### src/rtl/kevq_pkg.sv
package kevq_pkg;
    localparam int unsigned KEVQ_ID_W  = 7;
    localparam int unsigned KEVQ_EVT_W = KEVQ_ID_W + 1;

    typedef logic [KEVQ_EVT_W-1:0] evt_t;

    function automatic evt_t kevq_pack(input logic pressed, input logic [KEVQ_ID_W-1:0] id);
        return {pressed, id};
    endfunction
endpackage

### src/rtl/kevq_addr_match.sv
module kevq_addr_match #(
    parameter int unsigned ADDR_W    = 8,
    parameter int unsigned BASE_ADDR = 4,
    parameter int unsigned SPAN      = 10
) (
    input  logic [ADDR_W-1:0] rd_addr,
    output logic              hit
);
    localparam int unsigned EW = ADDR_W + 1;
    localparam logic [EW-1:0] LO = EW'(BASE_ADDR);
    localparam logic [EW-1:0] HI = EW'(BASE_ADDR + SPAN);

    logic [EW-1:0] addr_ext;

    always_comb begin
        addr_ext = {1'b0, rd_addr};
        hit      = (addr_ext >= LO) && (addr_ext < HI);
    end
endmodule

### src/rtl/kevq_mem.sv
module kevq_mem
    import kevq_pkg::*;
#(
    parameter int unsigned DEPTH = 10,
    parameter int unsigned IDX_W = 4
) (
    input  logic             clk,
    input  logic             rst_n,
    input  logic             wr_en,
    input  logic [IDX_W-1:0] wr_idx,
    input  evt_t             wr_data,
    input  logic [IDX_W-1:0] rd_idx,
    output evt_t             rd_data
);
    evt_t slot_q [DEPTH];

    for (genvar g = 0; g < DEPTH; g++) begin : g_slot
        always_ff @(posedge clk or negedge rst_n) begin
            if (!rst_n) begin
                slot_q[g] <= '0;
            end else if (wr_en && (wr_idx == IDX_W'(g))) begin
                slot_q[g] <= wr_data;
            end
        end
    end

    always_comb begin
        rd_data = '0;
        for (int i = 0; i < DEPTH; i++) begin
            if (rd_idx == IDX_W'(i)) rd_data = slot_q[i];
        end
    end
endmodule

### src/rtl/kevq_ctrl.sv
module kevq_ctrl
    import kevq_pkg::*;
#(
    parameter int unsigned DEPTH = 10,
    parameter int unsigned IDX_W = 4,
    parameter int unsigned CNT_W = 4
) (
    input  logic             clk,
    input  logic             rst_n,
    input  logic             push_valid,
    input  logic             ovf_mode,
    input  logic             rd_hit,
    input  evt_t             head_data,
    output logic             wr_en,
    output logic [IDX_W-1:0] wr_idx,
    output logic [IDX_W-1:0] head_idx,
    output logic [CNT_W-1:0] count,
    output logic             overflow,
    output evt_t             rd_data
);
    localparam logic [CNT_W-1:0] FULL_CNT = CNT_W'(DEPTH);
    localparam logic [IDX_W-1:0] LAST_IDX = IDX_W'(DEPTH - 1);

    typedef struct packed {
        logic [IDX_W-1:0] head;
        logic [IDX_W-1:0] tail;
        logic [CNT_W-1:0] count;
        logic             ovf;
        evt_t             rdata;
    } ctrl_st_t;

    ctrl_st_t st_d, st_q;
    logic     pop, room, accept;

    function automatic logic [IDX_W-1:0] wrap_inc(input logic [IDX_W-1:0] idx);
        return (idx == LAST_IDX) ? '0 : idx + IDX_W'(1);
    endfunction

    always_comb begin
        st_d      = st_q;
        st_d.ovf  = 1'b0;
        st_d.rdata = '0;
        wr_en     = 1'b0;
        accept    = 1'b0;

        // Pop is evaluated first so a full queue can accept a push in the same cycle.
        pop  = rd_hit && (st_q.count != '0);
        room = (st_q.count != FULL_CNT) || pop;

        if (pop) begin
            st_d.rdata = head_data;
            st_d.head  = wrap_inc(st_q.head);
        end

        if (push_valid) begin
            if (room) begin
                wr_en     = 1'b1;
                accept    = 1'b1;
                st_d.tail = wrap_inc(st_q.tail);
            end else begin
                st_d.ovf = 1'b1;
                if (ovf_mode) begin
                    // Full ring: tail equals head, so the oldest slot is overwritten.
                    wr_en     = 1'b1;
                    st_d.tail = wrap_inc(st_q.tail);
                    st_d.head = wrap_inc(st_q.head);
                end
            end
        end

        unique case ({accept, pop})
            2'b10:   st_d.count = st_q.count + CNT_W'(1);
            2'b01:   st_d.count = st_q.count - CNT_W'(1);
            default: st_d.count = st_q.count;
        endcase
    end

    always_ff @(posedge clk or negedge rst_n) begin
        if (!rst_n) st_q <= '0;
        else        st_q <= st_d;
    end

    assign wr_idx   = st_q.tail;
    assign head_idx = st_q.head;
    assign count    = st_q.count;
    assign overflow = st_q.ovf;
    assign rd_data  = st_q.rdata;
endmodule

### src/rtl/key_event_queue.sv
module key_event_queue
    import kevq_pkg::*;
#(
    parameter int unsigned DEPTH     = 10,
    parameter int unsigned ADDR_W    = 8,
    parameter int unsigned BASE_ADDR = 4
) (
    input  logic                       clk,
    input  logic                       rst_n,
    input  logic                       push_valid,
    input  logic [KEVQ_ID_W-1:0]       push_id,
    input  logic                       push_pressed,
    input  logic                       ovf_mode,
    input  logic                       rd_en,
    input  logic [ADDR_W-1:0]          rd_addr,
    output logic [KEVQ_EVT_W-1:0]      rd_data,
    output logic [$clog2(DEPTH+1)-1:0] count,
    output logic                       empty,
    output logic                       overflow
);
    localparam int unsigned IDX_W = (DEPTH > 1) ? $clog2(DEPTH) : 1;
    localparam int unsigned CNT_W = $clog2(DEPTH + 1);

    logic             addr_hit, rd_hit, wr_en;
    logic [IDX_W-1:0] wr_idx, head_idx;
    evt_t             head_data, push_evt;

    kevq_addr_match #(
        .ADDR_W   (ADDR_W),
        .BASE_ADDR(BASE_ADDR),
        .SPAN     (DEPTH)
    ) u_match (
        .rd_addr(rd_addr),
        .hit    (addr_hit)
    );

    assign rd_hit   = rd_en && addr_hit;
    assign push_evt = kevq_pack(push_pressed, push_id);

    kevq_mem #(
        .DEPTH(DEPTH),
        .IDX_W(IDX_W)
    ) u_mem (
        .clk    (clk),
        .rst_n  (rst_n),
        .wr_en  (wr_en),
        .wr_idx (wr_idx),
        .wr_data(push_evt),
        .rd_idx (head_idx),
        .rd_data(head_data)
    );

    kevq_ctrl #(
        .DEPTH(DEPTH),
        .IDX_W(IDX_W),
        .CNT_W(CNT_W)
    ) u_ctrl (
        .clk       (clk),
        .rst_n     (rst_n),
        .push_valid(push_valid),
        .ovf_mode  (ovf_mode),
        .rd_hit    (rd_hit),
        .head_data (head_data),
        .wr_en     (wr_en),
        .wr_idx    (wr_idx),
        .head_idx  (head_idx),
        .count     (count),
        .overflow  (overflow),
        .rd_data   (rd_data)
    );

    assign empty = (count == '0);
endmodule

### config.mk
export PLATFORM = sky130hd
export DESIGN_NAME = key_event_queue
export DESIGN_NICKNAME = d
export VERILOG_FILES = /design/src/rtl/kevq_pkg.sv /design/src/rtl/kevq_addr_match.sv /design/src/rtl/kevq_mem.sv /design/src/rtl/kevq_ctrl.sv /design/src/rtl/key_event_queue.sv
export SDC_FILE = /design/constraint.sdc
export NUM_CORES = 1
export LEC_CHECK = 0
export ABC_AREA = 0
export BUFFER_PORTS_ARGS = -buffer_cell sky130_fd_sc_hd__buf_2
export CAP_MARGIN = 15
export CORE_ASPECT_RATIO = 0.5
export CORE_UTILIZATION = 40
export CTS_CLUSTER_SIZE = 12
export DETAILED_ROUTE_END_ITERATION = 7
export RECOVER_POWER = 25
export SYNTH_ARGS = -nofsm -noshare
export SYNTH_HDL_FRONTEND = slang
export SYNTH_SLANG_ARGS = --single-unit
export TNS_END_PERCENT = 10
### constraint.sdc
create_clock -name clk -period 2.55 [get_ports clk]
set_input_delay 0 -clock clk [delete_from_list [all_inputs] [get_ports clk]]
set_output_delay 0 -clock clk [all_outputs]
set_load 0.02 [all_outputs]
==> summary.txt <==
Detailed routing
  – Total DRC errors in the routed layout: 0
  – Routed WL per cell: 19.2 µm
  – Average vias per placed instance: 5.59
  – Total wirelength of the detailed-routed design: 11.0 mm
  – Number of antenna-violating nets in the routed design: 0
  – Total number of vias: 3,185
  – DRT iter0 DRCs: 277
  – Number of iterations in the first detailed-routing pass: 5

Final layout
  – Filler Cell Count: 1,006
  – Final core utilization: 0.484
  – Fraction of final layout cells sized beyond drive strength 1: 0.370
  – Inserted Diodes: 0
  – Layout net count: 429
  – Layout Area Growth over Synthesis: 13.9%
  – Post-route design area: 5510 µm²

Power and ir drop
  – Cell area power density: 1250 nW/µm²
  – Static power due to leakage: 2.33 nW
  – Worst IR Drop VDD: 0.410 mV

GRT
  – Via count of the first global-routing pass: 3,213
  – Total Routing Usage GR: 0.190
  – Pin count of the biggest net entering global routing: 59
  – Wire length of the first global-routing pass: 17.5 mm
  – Antenna violations before repair: 0
  – Grt total ovfl: 0

Worst setup path
  – Series of cell instances along the critical path: buf_4 -> nor3b_1 -> o21ai_0 -> a211o_1 -> a41oi_1
  – Largest stage delay on the critical path: 0.61 ns
  – Critical-path maximum fanout: 14
  – Cell with the biggest individual delay on the critical path: nor3b_1
  – Number of buffer and inverter stages on the critical path: 1
  – R2r worst-path depth: 5
  – Endpoint arrival time on the critical path: 2.61 ns
  – Setup crit end kind: flip-flop
  – Endpoint of the most critical register-to-register path: u_ctrl.rd_data[7]
  – RR Startpoint: u_ctrl.head_idx[1]
  – Crit Path Category: flip-flop to flip-flop
  – Source of the critical timing path: u_ctrl.head_idx[1]
  – Worst EP required: 2.80 ns
  – Critical Path Start Type: flip-flop
  – Total stage count of the critical path: 5
  – Worst R2R Setup Slack: 0.19 ns
  – Last element of the critical path: u_ctrl.rd_data[7]
  – Top cell family by delay on the critical path: compound AO/OA/AOI/OAI gates

Yosys
  – Syn avg cell area: 12.9 µm²
  – Gate Count Post-Synth: 376
  – Cell type contributing the most total cell area after synthesis: dfrtp_1
  – Synth Warn #: 0
  – Register area share after synthesis: 0.523
  – Area fraction of the dominant cell type after synthesis: 0.523
  – Share of flip-flops with an asynchronous set or reset: 1.00
  – Synth unique cells: 49
  – Number of synthesized register bits: 101
  – Most used DFF post-synth: dfrtp_1
  – Net count after synthesis: 398
  – Cell area after synthesis: 4840 µm²
  – Post-synth EDFFs: 0
  – Leading cell types by total area after synthesis: dfrtp_1 52%, mux2_2 19%, mux2i_1 2.5%

Clock tree
  – Number of H-tree levels: 3
  – Maximum buffer depth of the clock tree: 2
  – Number of sinks handled by clock tree synthesis: 101
  – Resize count post-CTS: 0
  – Clock transition time at the flip-flop clock pins of the worst setup and hold paths: 0.07 ns
  – Total clock buffers created by CTS: 9
  – CTS tree: built
  – Setup fix buffers added after clock tree synthesis: 0
  – Clock latency at the later pin of the worst-skew pair: 0.35 ns
  – Clk root buf: clkbuf_16

Floorplan
  – Effective utilization at floorplan: 0.425
  – Core Region: 11,400 µm²
  – Horizontal die dimension: 157 µm
  – Number of standard-cell rows in the floorplan: 27
  – Floorplan die area: 12,600 µm²
  – I/O pin total: 35
  – Die height: 79.8 µm

STA
  – Setup TNS Final: 0 ns
  – Final Hold Vio Count: 0
  – RSZ-0062 raised after global routing: no
  – Shortest period the worst path allows: 2.36 ns
  – Count of endpoints failing setup in the final report: 0
  – Count of pins over their slew limit: 58
  – Final critical-path share of the clock period: 0.924
  – Final Skew: 0.00479 ns
  – Slew @ Worst Pin: 1.51 ns
  – Worst hold slack after final layout: 0.0347 ns
  – Tightest slew margin relative to the limit: -0.00579
  – Maximum clock frequency: 424 MHz

Status
  – Outcome: finished with violations
  – Failing checks: max-capacitance violations, max-slew violations

Place
  – Port Buffer Count: 33
  – Post-placement cell area: 5190 µm²
  – Half-perimeter wire length after placement: 7.68 mm
  – Final weighted congestion in routability-driven placement: 0.828

Job
  – Maximum Capacitance Violations: 1

Worst hold path
  – Worst hold path type: input port to flip-flop
  – Hold Path Stages: 3
worst register-to-register path: stages, from the launching register on:
cell,delay (ns)
dfrtp_1,0.56
buf_4,0.29
nor3b_1,0.61
o21ai_0,0.27
a211o_1,0.35
a41oi_1,0.19
logic make-up after synthesis:
kind of cell / Yosys count / synth area share
flip-flops: 101 / 0.523
adder cells (fa/ha/maj): 1 / 0.00259
XOR/XNOR: 7 / 0.0127
buffers and inverters: 32 / 0.0287
AND/OR/NAND/NOR: 68 / 0.0916
multiplexers: 106 / 0.252
AO/OA/AOI/OAI: 61 / 0.0895
where the power goes:
group          leakage [nW]  total [mW]  switching [mW]  internal (mW)
Clock                 0.155        1.47           0.591          0.884
Combinational         0.932        2.55            1.27           1.28
Sequential             1.25        2.87           0.538           2.33
Total                  2.33        6.90            2.40           4.50
routing by layer:
| metal | wire length, µm | up-vias | share of wire | GRT usage |
|---|---|---|---|---|
| met3 | 607 | 7 | 0.055 | 0.0565 |
| met1 | 5400 | 1648 | 0.49 | 0.257 |
| met2 | 4850 | 76 | 0.44 | 0.296 |
| met5 | 0 | - | 0 | 0 |
| li1 | - | 1454 | - | - |
| met4 | 90 | 0 | 0.0082 | 0.0534 |
placed cells by master, fill, tap and decap left out, drive strengths merged, types with 6 or more instances in the layout:
master	count
a21oi	10
dfrtp	101
mux2	91
mux2i	12
a22oi	9
o21ai	11
nand3	14
nand2	15
buf	36
clkbuf	20
o211ai	6
nor2	11
nor2b	11
a211oi	6
area by class of cell:
class	count	area, µm²	area share
Clock buffer	10	239	0.0434
Sequential cell	101	2530	0.459
Inverter	5	18.8	0.00341
Multi-Input combinational cell	243	2180	0.395
Timing Repair Buffer	47	262	0.0475
Clock inverter	5	85.1	0.0154
Tap cell	159	199	0.0361
state kept, by name, summed over array words and instances, names as in the netlist:
register,count
u_ctrl.overflow,1
u_mem.slot_q,80
u_ctrl.wr_idx,4
u_ctrl.rd_data,8
u_ctrl.count,4
u_ctrl.head_idx,4
what timing repair did:
action / CTS / global route
hold buffers: 1 / 0
endpoints found under the setup margin: 0 / 0
endpoints found under the hold margin: 55 / 0
Yosys cell counts (2+ instances only):
master / instances
a211oi_1: 6
a21oi_1: 10
a221o_1: 2
a221oi_1: 3
a22oi_1: 9
a31oi_1: 5
and3_1: 2
buf_1: 10
buf_2: 9
clkbuf_1: 7
dfrtp_1: 101
inv_1: 5
mux2_1: 6
mux2_2: 83
mux2_4: 2
mux2i_1: 12
mux4_2: 3
nand2_1: 14
nand3_1: 8
nand3_4: 6
nor2_1: 11
nor2b_1: 11
nor3_1: 4
o211ai_1: 6
o21ai_0: 9
o221ai_1: 4
xnor2_1: 3
xor2_1: 4
worst min-delay path by stage:
stage / startpoint / to / slack (ns)
floorplan: rst_n / u_ctrl.count[0] / -0.30
global placement: rst_n / u_mem.slot_q[66] / 0.10
detailed placement: rst_n / u_mem.slot_q[58] / 0.12
CTS: push_id[5] / u_mem.slot_q[5] / 0.02
global route: push_id[5] / u_mem.slot_q[5] / 0.05
finish: push_valid / u_ctrl.overflow / 0.03
stage by stage:
stage | power, mW | std cells | worst slack (ns)
after floorplan | 4.70 | 376 | 0.117
after detailed placement | 5.44 | 554 | 0.208
after CTS | 6.93 | 570 | 0.195
after global placement | 5.28 | 554 | 0.371
after global routing | 7.30 | 570 | 0.0194
final | 6.90 | 570 | 0.194
Power figures use the tool's default switching activity.
